`src/rtl/pwm_pkg.sv`:
```
package pwm_pkg;
   // control word, bit0 is run
   typedef struct packed {
      logic burst;
      logic single;
      logic pol;
      logic center;
      logic run;
   } pwm_ctrl_t;

   localparam int CTRL_W = 5;

   localparam logic [1:0] IDX_CTRL = 2'd0;
   localparam logic [1:0] IDX_PER  = 2'd1;
   localparam logic [1:0] IDX_DUTY = 2'd2;
   localparam logic [1:0] IDX_CLR  = 2'd3;
endpackage

```
`src/rtl/pwm_chan_regs.sv`:
```
module pwm_chan_regs
   import pwm_pkg::*;
#(
   parameter int CW = 16
) (
   input  logic          clk,
   input  logic          rst_n,
   input  logic          sel,
   input  logic [1:0]    idx,
   input  logic [CW-1:0] wdata,
   input  logic          wrap,
   output pwm_ctrl_t     ctrl,
   output logic [CW-1:0] per_sh,
   output logic [CW-1:0] duty_sh,
   output logic          flag
);
   always_ff @(posedge clk or negedge rst_n) begin
      if (!rst_n) begin
         ctrl    <= '0;
         per_sh  <= '0;
         duty_sh <= '0;
      end else begin
         if (sel && idx == IDX_CTRL)
            ctrl <= pwm_ctrl_t'(wdata[CTRL_W-1:0]);
         else if (wrap && ctrl.single)
            ctrl.run <= 1'b0;
         if (sel && idx == IDX_PER)
            per_sh <= wdata;
         if (sel && idx == IDX_DUTY)
            duty_sh <= wdata;
      end
   end

   // setting wins over a clear in the same cycle
   always_ff @(posedge clk or negedge rst_n) begin
      if (!rst_n)
         flag <= 1'b0;
      else if (wrap)
         flag <= 1'b1;
      else if (sel && idx == IDX_CLR && wdata[0])
         flag <= 1'b0;
   end
endmodule

```
`src/rtl/pwm_chan_core.sv`:
```
module pwm_chan_core #(
   parameter int CW = 16
) (
   input  logic          clk,
   input  logic          rst_n,
   input  logic          tick,
   input  logic          run,
   input  logic          center,
   input  logic [CW-1:0] per_sh,
   input  logic [CW-1:0] duty_sh,
   output logic          active,
   output logic          wrap
);
   logic [CW-1:0] cnt;
   logic [CW-1:0] per_act;
   logic [CW-1:0] duty_act;
   logic          down;
   logic          at_end;

   always_comb begin
      if (per_act <= CW'(1))
         at_end = 1'b1;
      else if (!center)
         at_end = (cnt >= per_act - CW'(1));
      else
         at_end = down && (cnt <= CW'(1));
   end

   assign wrap = run && tick && at_end;

   always_ff @(posedge clk or negedge rst_n) begin
      if (!rst_n) begin
         cnt      <= '0;
         down     <= 1'b0;
         per_act  <= '0;
         duty_act <= '0;
      end else if (!run) begin
         cnt      <= '0;
         down     <= 1'b0;
         per_act  <= per_sh;
         duty_act <= duty_sh;
      end else if (tick) begin
         if (at_end) begin
            cnt      <= '0;
            down     <= 1'b0;
            per_act  <= per_sh;
            duty_act <= duty_sh;
         end else if (!center) begin
            cnt <= cnt + CW'(1);
         end else if (!down) begin
            if (cnt == per_act) begin
               down <= 1'b1;
               cnt  <= cnt - CW'(1);
            end else begin
               cnt <= cnt + CW'(1);
            end
         end else begin
            cnt <= cnt - CW'(1);
         end
      end
   end

   assign active = run && (duty_act != '0) &&
                   ((duty_act >= per_act) || (cnt < duty_act));
endmodule

```
`src/rtl/pwm_pin_stage.sv`:
```
module pwm_pin_stage #(
   parameter int NCH = 4
) (
   input  logic [NCH-1:0] act,
   input  logic [NCH-1:0] pol,
   input  logic           burst0,
   output logic [NCH-1:0] pin
);
   logic [NCH-1:0] gated;

   for (genvar c = 0; c < NCH; c++) begin : g_pin
      if (c == 0) begin : g_gate
         assign gated[c] = act[0] && (!burst0 || act[1]);
      end else begin : g_pass
         assign gated[c] = act[c];
      end
      assign pin[c] = gated[c] ^ pol[c];
   end
endmodule

```
`src/rtl/pwm_quad.sv`:
```
module pwm_quad
   import pwm_pkg::*;
#(
   parameter int NCH    = 4,
   parameter int CW     = 16,
   localparam int CH_W   = $clog2(NCH),
   localparam int ADDR_W = CH_W + 2
) (
   input  logic              clk,
   input  logic              rst_n,
   input  logic              tick,
   input  logic              wr_en,
   input  logic [ADDR_W-1:0] wr_addr,
   input  logic [CW-1:0]     wr_data,
   output logic [NCH-1:0]    pwm_out,
   output logic [NCH-1:0]    irq
);
   if (NCH < 2 || NCH > 16) begin : g_bad_nch
      $error("pwm_quad: NCH must lie in 2..16");
   end
   if (CW < CTRL_W) begin : g_bad_cw
      $error("pwm_quad: CW must hold the control word");
   end

   pwm_ctrl_t      ctrl [NCH];
   logic [NCH-1:0] act_v;
   logic [NCH-1:0] pol_v;
   logic [NCH-1:0] wrap_v;

   for (genvar c = 0; c < NCH; c++) begin : g_ch
      logic          sel;
      logic [CW-1:0] per_sh;
      logic [CW-1:0] duty_sh;

      assign sel = wr_en && (wr_addr[ADDR_W-1:2] == CH_W'(c));

      pwm_chan_regs #(.CW(CW)) u_regs (
         .clk    (clk),
         .rst_n  (rst_n),
         .sel    (sel),
         .idx    (wr_addr[1:0]),
         .wdata  (wr_data),
         .wrap   (wrap_v[c]),
         .ctrl   (ctrl[c]),
         .per_sh (per_sh),
         .duty_sh(duty_sh),
         .flag   (irq[c])
      );

      pwm_chan_core #(.CW(CW)) u_core (
         .clk    (clk),
         .rst_n  (rst_n),
         .tick   (tick),
         .run    (ctrl[c].run),
         .center (ctrl[c].center),
         .per_sh (per_sh),
         .duty_sh(duty_sh),
         .active (act_v[c]),
         .wrap   (wrap_v[c])
      );

      assign pol_v[c] = ctrl[c].pol;
   end

   pwm_pin_stage #(.NCH(NCH)) u_pins (
      .act   (act_v),
      .pol   (pol_v),
      .burst0(ctrl[0].burst),
      .pin   (pwm_out)
   );
endmodule

```
`config.mk`:
```
export PLATFORM = sky130hd
export DESIGN_NAME = pwm_quad
export DESIGN_NICKNAME = d
export VERILOG_FILES = /design/src/rtl/pwm_pkg.sv /design/src/rtl/pwm_chan_regs.sv /design/src/rtl/pwm_chan_core.sv /design/src/rtl/pwm_pin_stage.sv /design/src/rtl/pwm_quad.sv
export SDC_FILE = /design/constraint.sdc
export NUM_CORES = 1
export LEC_CHECK = 0
export BUFFER_PORTS_ARGS = -buffer_cell sky130_fd_sc_hd__buf_2
export CAP_MARGIN = 10
export CELL_PAD_IN_SITES_DETAIL_PLACEMENT = 1
export CELL_PAD_IN_SITES_GLOBAL_PLACEMENT = 1
export CORE_ASPECT_RATIO = 1.1
export CORE_MARGIN = 5
export CORE_UTILIZATION = 55
export DETAILED_ROUTE_END_ITERATION = 6
export PLACE_DENSITY_LB_ADDON = 0.05
export SKIP_LAST_GASP = 1
export SYNTH_ARGS = -nofsm -noshare
export SYNTH_HDL_FRONTEND = slang
export SYNTH_HIERARCHICAL = 1
export SYNTH_SLANG_ARGS = --single-unit
```
`constraint.sdc`:
```
create_clock -name clk -period 6.95 [get_ports clk]
set_clock_uncertainty 0.2 [all_clocks]
set_input_delay 0.695 -clock clk [delete_from_list [all_inputs] [get_ports clk]]
set_output_delay 0.695 -clock clk [all_outputs]
set_load 0.02 [all_outputs]
```
; ---- Yosys cells after proc, flatten, opt, wreduce, memory -nomap -nowiden
; Index checks and enable logic that the tools add are counted.
[word_totals]
register_bits = 345
inputBits = 24
out_inout_bits = 8
[classes]
addsub = 12
order_cmp = 20
eq_ne = 22
mux = 96
bitwise = 4
reduce_logical = 77
[ops]
columns = operator, n
row1 = 16-bit two-way mux, 48
row2 = 16-bit greater-or-equal comparator, 8
row3 = 16-bit by 1-bit less-or-equal comparator with 1-bit output (second input constant), 8
row4 = 16-bit by 1-bit subtractor with 16-bit output (second input constant), 8
row5 = 16-bit by 1-bit adder with 16-bit output (second input constant), 4
row6 = 16-bit equality test, 4
row7 = 16-bit < comparator, 4
row8 = 16-bit nonzero test, 4
row9 = 1-bit logical AND, 49
row10 = 1-bit two-way mux, 48
row11 = 2-bit AND reduction, 8
row12 = 2-bit nonzero test, 8
row13 = 3-bit by 1-bit != test with 1-bit output (second input constant), 4
row14 = 2-bit equality test (second input constant), 4
row15 = 2-bit by 1-bit != test with 1-bit output (second input constant), 4
row16 = 2-bit != test (second input constant), 4
row17 = 1-bit logical OR, 5
row18 = 2-bit by 1-bit equality test with 1-bit output (second input constant), 2
row19 = 2-bit logical NOT, 2
row20 = 1-bit bitwise XOR, 4
row21 = 1-bit logical NOT, 1

; ---- Longest topological paths before layout
; Gate-level depths: netlist (run 1).
[logic_depth]
depth_word = 8
mapped_depth = 16
mapped_depth_nobuf = 14

; ---- Modules after synthesis
; Netlist (run 1), hierarchy kept.
[by_module_without_submodules]
columns = module, instances, cells_each, area_per_inst_um2, seq_area_each_um2
row1 = pwm_chan_core (g_ch[0].u_core ...), 2, 436, 4166.5, 1226.2
row2 = pwm_chan_regs, 4, 83, 1552.7, 950.9
row3 = pwm_chan_core (g_ch[1].u_core), 1, 591, 4882.2, 1226.2
row4 = pwm_chan_core (g_ch[3].u_core), 1, 438, 4231.6, 1226.2
row5 = pwm_pin_stage, 1, 6, 47.5, 0.0
row6 = pwm_quad, 1, 4, 37.5, 0.0

; ---- Least setup slack after synthesis (run 1)
; OpenSTA, ideal clock, no wires.
[synth_path]
path_kind = reg2reg
startpoint = reg g_ch[0].u_core.per_act[2]
endpoint = reg g_ch[0].u_core.duty_act[14]
setup_ps = 125
t_arrival_ps = 3555
setup_slack_ps = 3070
stages_incl_launch_ff = 15
n_path_buf = 2
period_less_slack_ps = 3880
cell_sequence = dfrtp_1 > buf_2 > or3_1 > nor3_1 > nand2_1 > nor4_1 > xnor2_1 > ha_1 > a2111oi_0 > a211oi_1 > o21ai_1 > o311ai_2 > o31ai_4 > buf_4 > mux2_2
[synth_via]
elab_chain_cells = 6
word_cells_on_any_way = 7
[synth_lines]
columns = item, line_no
row1 = "start, declared", pwm_chan_core.sv:15  ; logic [CW-1:0] per_act;
row2 = "start signal, assigned", pwm_chan_core.sv:40  ; per_act <= per_sh;
row3 = "start signal, assigned", pwm_chan_core.sv:46  ; per_act <= per_sh;
row4 = 16-bit by 1-bit subtractor with 16-bit output, pwm_chan_core.sv:24  ; at_end = (cnt >= per_act - CW'(1));
row5 = 16-bit greater-or-equal comparator, pwm_chan_core.sv:24
row6 = 1-bit two-way mux, pwm_chan_core.sv:23  ; else if (!center)
row7 = 1-bit two-way mux *, pwm_chan_core.sv:21  ; if (per_act <= CW'(1))
row8 = 2-bit by 1-bit != test with 1-bit output (no source line) *, n/a
row9 = 2-bit AND reduction (no source line) *, n/a
row10 = "end signal, assigned", pwm_chan_core.sv:41  ; duty_act <= duty_sh;
row11 = "end signal, assigned", pwm_chan_core.sv:47  ; duty_act <= duty_sh;
row12 = "end, declared", pwm_chan_core.sv:16  ; logic [CW-1:0] duty_act;
; Mark *: on every way between the ends. The rest lies on a longest branch, timed or not.
; A chain may end at the register's enable or synchronous reset.

; ---- Worst setup path in the final report (run 1)
[layout_path]
startpoint = reg g_ch[2].u_core.per_act[2]
endpoint = reg g_ch[2].u_core.per_act[5]
[layout_via]
elab_chain_cells = 6
word_cells_on_any_way = 7
[layout_lines]
columns = item, line_no
row1 = "start, declared", pwm_chan_core.sv:15
row2 = "start signal, assigned", pwm_chan_core.sv:40
row3 = "start signal, assigned", pwm_chan_core.sv:46
row4 = 16-bit by 1-bit subtractor with 16-bit output, pwm_chan_core.sv:24
row5 = 16-bit greater-or-equal comparator, pwm_chan_core.sv:24
row6 = 1-bit two-way mux, pwm_chan_core.sv:23
row7 = 1-bit two-way mux *, pwm_chan_core.sv:21
row8 = 2-bit by 1-bit != test with 1-bit output (no source line) *, n/a
row9 = 2-bit AND reduction (no source line) *, n/a
; Marked as above.

==> summary.md, run 1 <==
| Metric | Value |
|---|---|
| Setup bufs post-CTS | 0 |
| Grt met1 use | 35.9% |
| First-pass DRT Iterations | 4 |
| Chip width | 208 um |
| GR met3 Demand/Resource | 3.14% |
| Buffers added on ports | 31 |
| Worst setup EP type | flop |
| CTS buffer count | 38 |
| Crit-path slowest cell | nor3_1 |
| Latest clock arrival within the worst-skew pair | 0.57 ns |
| Area delta synth->final | 6.62% |
| Final hold violations | 0 |
| TritonCTS clock tree | done |
| Pins over their slew limit | 0 |
| Status | complete, no violations |
| Die height | 227 um |
| Warnings, synthesis | 6 |
| Max cap viols | 0 |
| DIE AREA | 47200 um2 |
| Vias | 17600 |
| Grt ovf | 0 |
| Vias/cell | 6.26 |
| Core area | 42400 um2 |
| Synth Area per Inst | 10.6 um2 |
| CTS Hold Bufs | 1 |
| Total Routed Length | 66700 um |
| Slew at the pin with the worst max-slew slack | 1.21 ns |
| Final setup TNS | 0 ns |
| Synthesized cell area | 23600 um2 |
| Area post-placement | 23800 um2 |
| H-tree depth | 2 |
| Global route hottest layer | met2 |
| Worst EP required | 7.19 ns |
| Root Buffer | clkbuf_16 |
| Detail Route Antenna Nets | 0 |
| RSZ-0062 raised after global routing | false |
| Initial antenna violation count | 0 |
| Period Utilization, post-route | 70.5% |
| Area of the multi-input gates | 13600 um2 |
| Critical path buffer and inverter count | 1 |
| Largest net degree at the start of global routing | 166 |
| Startpoint types | flop |
| Max Fclk | 0.204 GHz |
| I/O pin total | 32 |
| Vias in the first global route | 19200 |
| Reg area | 8630 um2 |
| DP HPWL | 46700 um |
| Share of layout cells above drive strength 1 | 18.8% |
| Worst-path cell chain | or3_1, nor3_1, nand3_1, xnor2_1, ha_1, a2111oi_0, o21ai_0, o21ai_1, o311ai_2, o31ai_4, buf_4, mux2_2 |
| Hold wc startpoint | g_ch[0].u_regs/flag |
| Num rows | 79 |
| Synthesized instance count | 2237 |
| Global-route wire length before repair | 107000 um |
| Slew headroom | 19.5% |
| Worst path top cell family by delay | compound AO/OA/AOI/OAI gates |
| Max incr delay on CP | 0.55 ns |
| CP arrival | 5.14 ns |
| CTS max path bufs | 3 |
| Peak supply drop | 0.317 mV |
| DRT iter0 DRCs | 1079 |
| DRC | 0 |
| R2r startpoint | g_ch[2].u_core/per_act[2] |
| Layout filler cell count | 4540 |
| Worst-path clk slew | 0.06 ns |
| Total track usage | 28.0% |
| Pwr/cell area | 370 nW/um2 |
| CP max FO | 35 |
| Worst setup path startpoint | g_ch[2].u_core/per_act[2] |
| WL/cell | 23.7 um |
| Reg2reg setup slack | 2.05 ns |
| Class of the worst hold path | reg2reg |
| Clk sinks | 345 |
| Routability cong. | 0.875 |
| Fin area | 25200 um2 |
| Antenna Cells | 0 |
| Syn_nets | 2469 |
| Fin crit period | 4.90 ns |
| Grt met2 use | 50.5% |
| Post-CTS Resized | 0 |
| Fin nets | 2444 |
| Starting Density | 55.7% |
| P_leak | 12.1 nW |
| Crit Path Category | reg2reg |
| Setup Viol. Count Final | 0 |
[report_power, final]
part           internal [mW]  switching, mW  leakage [nW]  total (mW)
registers               2.58          0.835          4.36        3.41
clock network           1.34          0.877         0.659        2.21
logic                   1.77           1.92          7.12        3.69
total                   5.69           3.63          12.1        9.32
[layout make-up]
type	instances	area share (%)
Multi-Input combinational cell	1620	54.0
Inverter	165	2.46
Timing Repair Buffer	42	1.04
Tap cell	567	2.82
Sequential cell	345	34.3
Clock inverter	16	1.03
Clock buffer	53	4.36
[state kept, by name, summed over array words and instances, names as in the netlist]
| register | flops |
|---|---|
| g_ch.u_core/down | 4 |
| g_ch.u_regs/flag | 4 |
| g_ch.u_core/duty_act | 64 |
| g_ch.u_regs/ctrl | 17 |
| g_ch.u_core/cnt | 64 |
| g_ch.u_regs/duty_sh | 64 |
| g_ch.u_regs/per_sh | 64 |
| g_ch.u_core/per_act | 64 |
[worst register-to-register path, delay by kind of cell, from the launching register on]
kind	cells	cell delay (ns)
AO/OA/AOI/OAI	5	1.53
XOR/XNOR	1	0.18
adder cells (fa/ha/maj)	1	0.32
buffers and inverters	1	0.48
flip-flops	1	0.46
multiplexers	1	0.42
AND/OR/NAND/NOR	3	1.19
[layout by cell type, fill, tap and decap left out, types with 8 or more instances in the layout]
| master | n |
|---|---|
| mux2i_1 | 34 |
| nor2b_1 | 16 |
| ha_1 | 208 |
| nor3_1 | 69 |
| nand2b_1 | 19 |
| dfrtp_1 | 344 |
| mux2_1 | 12 |
| o21ai_0 | 40 |
| o31ai_1 | 13 |
| nand2_1 | 150 |
| mux2_4 | 108 |
| nand3_1 | 48 |
| a211oi_1 | 17 |
| and3_1 | 24 |
| a21o_1 | 54 |
| nor2_1 | 79 |
| a21oi_1 | 82 |
| nor4_1 | 36 |
| buf_2 | 30 |
| xnor2_1 | 72 |
| and2_1 | 23 |
| mux2_2 | 126 |
| buf_4 | 9 |
| and3b_1 | 8 |
| a2111oi_0 | 9 |
| clkbuf_16 | 39 |
| nand3b_4 | 8 |
| xor2_1 | 50 |
| or3_1 | 24 |
| nand4_1 | 55 |
| o22ai_2 | 30 |
| a31oi_1 | 30 |
| or4_1 | 27 |
| inv_1 | 165 |
| o221ai_1 | 11 |
| a21boi_0 | 10 |
| o2111ai_1 | 14 |
[metrics by stage]
| stage | hold slack, ns | cells | worst slack (ns) | util [%] | total power, mW |
|---|---|---|---|---|---|
| finish | 0.287 | 2808 | 2.05 | 59.4 | 9.32 |
| global route | 0.310 | 2808 | 1.81 | 59.4 | 9.96 |
| CTS | 0.289 | 2808 | 2.09 | 59.4 | 9.38 |
| detailed placement | 0.265 | 2738 | 2.10 | 56.2 | 7.09 |
| global placement | 0.259 | 2738 | 2.34 | 56.2 | 6.80 |
| floorplan | 0.199 | 2237 | 3.07 | - | 5.99 |
[routing by layer]
metal | part of all wire (%) | wire length (um)
met4 | 2.5 | 1650
met2 | 50 | 33500
met5 | 0 | 0
met3 | 3.3 | 2220
met1 | 44 | 29300
[path summary, 6_finish.rpt]
check,end,depth (start not counted)
worst max-delay path,g_ch[2].u_core/per_act[5],12
worst min-delay path,g_ch[0].u_regs/flag,1
worst max register to register,g_ch[2].u_core/per_act[5],12
worst min register to register,g_ch[0].u_regs/flag,1
max in group asynchronous,g_ch[0].u_core/duty_act[2],3
min in group asynchronous,g_ch[1].u_core/cnt[5],2
Note: power is estimated with default switching activity, not from simulation.
==> inputs of run 2 (changes only) <==
--- a/config.mk
+++ b/config.mk
@@ -11,7 +11,7 @@
 export CELL_PAD_IN_SITES_GLOBAL_PLACEMENT = 1
 export CORE_ASPECT_RATIO = 1.1
 export CORE_MARGIN = 5
-export CORE_UTILIZATION = 55
+export CORE_UTILIZATION = 52
 export DETAILED_ROUTE_END_ITERATION = 6
 export PLACE_DENSITY_LB_ADDON = 0.05
 export SKIP_LAST_GASP = 1
==> constraint.sdc (replaced) <==
create_clock -name clk -period 4.7 [get_ports clk]
set_clock_uncertainty 0.2 [all_clocks]
set_input_delay 0.47 -clock clk [delete_from_list [all_inputs] [get_ports clk]]
set_output_delay 0.47 -clock clk [all_outputs]
set_load 0.02 [all_outputs]
==> run 2 against run 1 <==
  * Largest power group unchanged
  * Hold slack lost 0.13 ns
  * Design area grew 0.64%
  * Wire length shrank 0.72%
  * Non-clock buffer count grew 21
  * Critical endpoint is now g_ch[2].u_core/cnt[11]
  * Clock-buffer cell count shrank 2
  * Final cell count grew 1.6%
==> summary.md, run 2 (synthesized netlist as in run 1, its figures left out) <==
| Metric | Value |
|---|---|
| Status | complete, no violations |
| Vias/cell | 6.10 (-2.6%) |
| Buffers added on ports | 31 (unchanged) |
| Setup Viol. Count Final | 0 (unchanged) |
| Num rows | 82 (+3.8%) |
| Commonest non-fill, non-tap cells in the layout | dfrtp_1, ha_1, inv_1 |
| Vias in the first global route | 18900 (-1.6%) |
| R2r startpoint | g_ch[2].u_core/per_act[4] |
| DIE AREA | 49800 um2 (+5.5%) |
| R2R cell count | 13 (+1) |
| Detail Route Antenna Nets | 0 (unchanged) |
| Class of the worst hold path | in2reg |
| Max Fclk | 0.228 GHz (+12%) |
| RSZ-0062 raised after global routing | false |
| Pre-CTS setup slack | 0.427 ns (-1.68 ns) |
| Pins over their slew limit | 0 (unchanged) |
| Max Used Layer | met4 |
| DP HPWL | 47200 um (+1.2%) |
| Met2 wire len | 32800 um (-2.3%) |
| Global-route wire length before repair | 107000 um (about the same) |
| Worst-path clk slew | 0.07 ns (about the same) |
| Pwr/cell area | 538 nW/um2 (+45%) |
| Chip width | 213 um (+2.7%) |
| Worst-path cell chain | or3_1, nor3_1, nand2_1, nor4_1, xnor2_1, ha_1, a2111oi_0, a211oi_1, o21ai_1, o311ai_2, nor3_4, nor3b_1, o21bai_1 |
| Power Total | 13.6 mW (+46%) |
| Most common cell after layout, fill and taps aside | dfrtp_1 |
| CP arrival | 4.67 ns (-0.47 ns) |
| Worst setup EP type | flop |
| Fin nets | 2466 (+0.90%) |
| Share of layout cells above drive strength 1 | 19.7% (+0.87 points) |
| WL/cell | 23.2 um (-2.3%) |
| Final hold violations | 0 (unchanged) |
| CTS buffer count | 39 (+2.6%) |
| Slew at the pin with the worst max-slew slack | 0.925 ns (-0.282 ns) |
| First-pass DRT Iterations | 5 (+1) |
| Clk sinks | 345 (unchanged) |
| Crit-path slowest cell | nor3_4 |
| H-tree depth | 2 (unchanged) |
| Max incr delay on CP | 0.68 ns (+0.13 ns) |
| Root Buffer | clkbuf_16 |
| Slew headroom | 38.2% (+19 points) |
| Worst path depth | 13 (+1) |
| Crit Path Category | reg2reg |
| Max cap viols | 0 (unchanged) |
| Metal-1 WL | 29400 um (+0.64%) |
| Area delta synth->final | 7.30% |
| P_leak | 12.2 nW (+0.49%) |
| Startpoint types | flop |
| Met3 Wirelength | 2010 um (-9.4%) |
| Critical path buffer and inverter count | 0 (-1) |
| Starting Density | 52.2% (-3.5 points) |
| Period Utilization, post-route | 93.2% (+23 points) |
| I/O pin total | 32 (unchanged) |
| Vias | 17400 (-1.0%) |
| Grt ovf | 0 (unchanged) |
| Post-route setup slack | 0.318 ns (-1.73 ns) |
| Reg2reg setup slack | 0.32 ns (-1.73 ns) |
| Final setup TNS | 0 ns (unchanged) |
| Core area | 45200 um2 (+6.7%) |
| CTS max path bufs | 3 (unchanged) |
| R2r endpoint | g_ch[2].u_core/cnt[11] |
| TritonCTS clock tree | done |
| Total Routed Length | 66200 um (-0.72%) |
| DRC | 0 (unchanged) |
| Initial antenna violation count | 1 (+1) |
| Worst path top cell family by delay | simple AND/OR/NAND/NOR gates |
| Worst EP required | 4.99 ns (-2.20 ns) |
| Final Hold Slack | 0.160 ns (-0.127 ns) |
| Routability cong. | 0.841 (-3.8%) |
| Latest clock arrival within the worst-skew pair | 0.57 ns (about the same) |
| Die height | 234 um (+2.7%) |
| Largest net degree at the start of global routing | 100 (-40%) |
| Crit path to | g_ch[2].u_core/cnt[11] |
| Total track usage | 26.8% (-1.2 points) |
| Fin crit period | 4.38 ns (-0.516 ns) |
| CP max FO | 17 (-51%) |
| Peak supply drop | 0.458 mV (+45%) |
| DRT iter0 DRCs | 904 (-16%) |
| Worst setup path startpoint | g_ch[2].u_core/per_act[4] |
| Post-CTS Resized | 0 (unchanged) |
## run 2: where the power goes
group | internal, mW | switching [mW]
Combinational | 2.70 | 2.87
Clock | 1.72 | 1.35
Sequential | 3.81 | 1.19
## run 2: worst reg2reg max path: stages (launching register included)
cell,delay (ns)
dfrtp_1,0.43
or3_1,0.36
nor3_1,0.40
nand2_1,0.14
nor4_1,0.28
xnor2_1,0.17
ha_1,0.27
a2111oi_0,0.42
a211oi_1,0.09
o21ai_1,0.14
o311ai_2,0.32
nor3_4,0.68
nor3b_1,0.27
o21bai_1,0.14
## run 2: stage by stage
step	cell area, um2	util, %	instances
2_1_floorplan	23600	-	2237
3_3_place_gp	24100	53.2	2779
3_5_place_dp	24100	53.2	2779
4_1_cts	25300	56.0	2851
5_1_grt	25400	56.0	2852
6_report	25400	56.0	2853
## run 2: what timing repair did
item	CTS	global route
hold endpoints to repair	95	0
endpoints found under the setup margin	0	0
setup buffers	0	0
hold buffers	1	0
## run 2: worst min path at each step
stage / startpoint / end / slack (ns) / cells past startpoint
2_1_floorplan: rst_n / g_ch[0].u_core/cnt[0] / -0.03 / 0
5_1_grt: wr_data[14] / g_ch[3].u_regs/per_sh[14] / 0.16 / 2
6_report: wr_data[14] / g_ch[3].u_regs/per_sh[14] / 0.16 / 2
4_1_cts: wr_data[14] / g_ch[1].u_regs/per_sh[14] / 0.12 / 2
3_3_place_gp: g_ch[2].u_regs/flag / g_ch[2].u_regs/flag / 0.26 / 1
3_5_place_dp: g_ch[3].u_regs/flag / g_ch[3].u_regs/flag / 0.27 / 1
## run 2: cell type report
class	count	area (um2)
multi-input combinational	1620	13600
timing repair buffer	63	478
sequential	345	8630
tap	588	736
fill	4814	19900
antenna	1	2.50
clock buffer	51	1090
inverter	165	619
clock inverter	20	184
## run 2: per-layer routing
metal | global-route usage [%] | vias up
li1 | - | 8104
met1 | 35.4 | 8936
met2 | 46.3 | 249
met3 | 3.26 | 111
met4 | 8.25 | 0
met5 | 0 | -
==> inputs of run 3 (changes only) <==
--- a/config.mk
+++ b/config.mk
@@ -10,7 +10,6 @@
 export CELL_PAD_IN_SITES_DETAIL_PLACEMENT = 1
 export CELL_PAD_IN_SITES_GLOBAL_PLACEMENT = 1
 export CORE_ASPECT_RATIO = 1.1
-export CORE_MARGIN = 5
 export CORE_UTILIZATION = 52
 export DETAILED_ROUTE_END_ITERATION = 6
 export PLACE_DENSITY_LB_ADDON = 0.05
==> run 3 against run 2 <==
  * Power increased by 1.2%
  * Clock-buffer cell count increased by 4
  * Via count increased by 0.81%
  * Clock power increased by 4%
  * Critical endpoint is now g_ch[2].u_core/duty_act[10]
  * Largest power group unchanged
==> summary.md, run 3 (synthesized netlist as in run 1, its figures left out) <==
| Metric | Value |
|---|---|
| Status | complete, no violations |
| Root Buffer | clkbuf_16 |
| Worst-path cell chain | or3_1, nor3_1, nand2_1, nor4_1, xnor2_1, ha_1, a2111oi_0, a211oi_1, o21ai_1, o311ai_2, o31ai_4, buf_12, mux2_2 |
| DRT iter0 DRCs | 857 (-5.2%) |
| Buffers added on ports | 31 (unchanged) |
| CTS max path bufs | 3 (unchanged) |
| Share of layout cells above drive strength 1 | 20.0% (+0.30 points) |
| Reg2reg setup slack | 0.39 ns (+0.07 ns) |
| Initial antenna violation count | 2 (+1) |
| Area post-placement | 24100 um2 (about the same) |
| R2r endpoint | g_ch[2].u_core/duty_act[10] |
| Clk sinks | 345 (unchanged) |
| Class of the worst hold path | in2reg |
| Most common cell after layout, fill and taps aside | dfrtp_1 |
| TritonCTS clock tree | done |
| Fin area | 25500 um2 (+0.41%) |
| Grt ovf | 0 (unchanged) |
| Fin crit period | 4.31 ns (-0.0694 ns) |
| Routability cong. | 0.867 (+3.1%) |
| RSZ-0062 raised after global routing | false |
| Area of the multi-input gates | 13600 um2 (about the same) |
| H-tree depth | 2 (unchanged) |
| R2r startpoint | g_ch[2].u_core/per_act[4] |
| WL/cell | 23.3 um (+0.62%) |
| Worst EP required | 4.94 ns (-0.05 ns) |
| Final hold violations | 0 (unchanged) |
| Max cap viols | 0 (unchanged) |
| Worst setup EP type | flop |
| Reg area | 8630 um2 (unchanged) |
| Layout filler cell count | 4770 (-0.91%) |
| Fin nets | 2471 (+0.20%) |
| Startpoint types | flop |
| Die height | 226 um (-3.4%) |
| Chip width | 205 um (-3.8%) |
| R2R cell count | 13 (unchanged) |
| Pwr/cell area | 542 nW/um2 (+0.78%) |
| Detail Route Antenna Nets | 0 (unchanged) |
| Crit Path Category | reg2reg |
| Global-route wire length before repair | 107000 um (+0.50%) |
| I/O pin total | 32 (unchanged) |
| Max Fclk | 0.232 GHz (+1.6%) |
| Worst path depth | 13 (unchanged) |
| Core area | 44700 um2 (-1.2%) |
| Max incr delay on CP | 0.43 ns (-0.25 ns) |
| Critical path buffer and inverter count | 1 (+1) |
| Starting Density | 52.9% (+0.64 points) |
| Slew headroom | 33.3% (-4.9 points) |
| Largest net degree at the start of global routing | 109 (+9.0%) |
| Pre-CTS setup slack | 0.402 ns (-0.0255 ns) |
| Antenna Cells | 0 (-1) |
| Power Total | 13.8 mW (+1.2%) |
| Worst hold stages | 2 (unchanged) |
| CP arrival | 4.55 ns (-0.12 ns) |
| DRC | 0 (unchanged) |
| Worst path top cell family by delay | compound AO/OA/AOI/OAI gates |
| Latest clock arrival within the worst-skew pair | 0.57 ns (about the same) |
| Commonest non-fill, non-tap cells in the layout | dfrtp_1, ha_1, inv_1 |
| Final setup TNS | 0 ns (unchanged) |
| Vias/cell | 6.15 (+0.88%) |
| Period Utilization, post-route | 91.8% (-1.5 points) |
| Worst-path clk slew | 0.06 ns (about the same) |
| Total Routed Length | 66500 um (+0.55%) |
| Setup Viol. Count Final | 0 (unchanged) |
| Pins over their slew limit | 0 (unchanged) |
| Hold path endpoint | g_ch[1].u_regs/per_sh[11] |
| Vias | 17500 (+0.81%) |
| Post-route setup slack | 0.387 ns (+0.0694 ns) |
| Crit-path slowest cell | dfrtp_1 |
| P_leak | 12.3 nW (+0.58%) |
| DP HPWL | 47100 um (-0.19%) |
| Area delta synth->final | 7.75% |
| Peak supply drop | 0.397 mV (-13%) |
| CTS buffer count | 40 (+2.6%) |
| Slew at the pin with the worst max-slew slack | 0.999 ns (+0.0736 ns) |
| CP max FO | 35 (+18) |
| First-pass DRT Iterations | 5 (unchanged) |
| Final core utilization | 57.0% (+0.93 points) |
| Total track usage | 29.8% (+2.9 points) |
| DIE AREA | 46300 um2 (-7.0%) |
| Vias in the first global route | 19100 (+0.96%) |
| Hold wc startpoint | wr_data[11] |
| Num rows | 81 (-1.2%) |
run 3: cell types whose count changed in the layout (fill, tap and decap cells not counted), sizes merged:
cell	change
clkinvlp	-2
diode	-1
inv	-2
buf	+4
clkbuf	+4
bufinv	+1
clkinv	+1
run 3: how the worst max path moves through the flow:
| stage | slack (ns) | from | to |
|---|---|---|---|
| 2_1_floorplan | 0.82 | g_ch[0].u_core/per_act[2] | g_ch[0].u_core/duty_act[14] |
| 5_1_grt | 0.12 | g_ch[0].u_core/per_act[2] | g_ch[0].u_core/per_act[1] |
| 3_3_place_gp | 0.56 | g_ch[2].u_core/per_act[2] | g_ch[2].u_core/duty_act[0] |
| 6_report | 0.39 | g_ch[2].u_core/per_act[4] | g_ch[2].u_core/duty_act[10] |
| 3_5_place_dp | 0.40 | g_ch[0].u_core/per_act[2] | g_ch[0].u_core/duty_act[1] |
| 4_1_cts | 0.38 | g_ch[0].u_core/per_act[2] | g_ch[0].u_core/duty_act[1] |
run 3: cell type report:
type	count	area share [%]
Clock buffer	55	4.55
Sequential cell	345	33.9
Clock inverter	18	0.776
Tap cell	581	2.85
Multi-Input combinational cell	1620	53.5
Timing Repair Buffer	67	1.99
Inverter	165	2.43
run 3: metal layers:
metal | global-route usage [%] | vias to the layer above | wire length [um]
met5 | 0 | - | 0
met4 | 9.27 | 0 | 1860
met3 | 4.52 | 126 | 2530
met2 | 51.0 | 310 | 32900
met1 | 38.5 | 8986 | 29200
li1 | - | 8119 | -
run 3: what timing repair did:
| item | 4_1_cts | 5_1_grt |
|---|---|---|
| hold buffers | 1 | 0 |
| setup endpoints to repair | 0 | 37 |
| resized for setup | 0 | 2 |
| endpoints found under the hold margin | 104 | 0 |
| setup buffers | 0 | 0 |
run 3: through the flow:
stage	std cells	hold WS [ns]
3_5_place_dp	2776	0.261
6_report	2851	0.155
4_1_cts	2850	0.125
5_1_grt	2851	0.148
2_1_floorplan	2237	-0.0256
3_3_place_gp	2776	0.259
run 3: report_power, final:
| group | total (mW) | internal (mW) | switching, mW |
|---|---|---|---|
| sequential | 5.02 | 3.81 | 1.21 |
| combinational | 5.58 | 2.72 | 2.86 |
| clock | 3.20 | 1.86 | 1.35 |
| total | 13.8 | 8.39 | 5.42 |
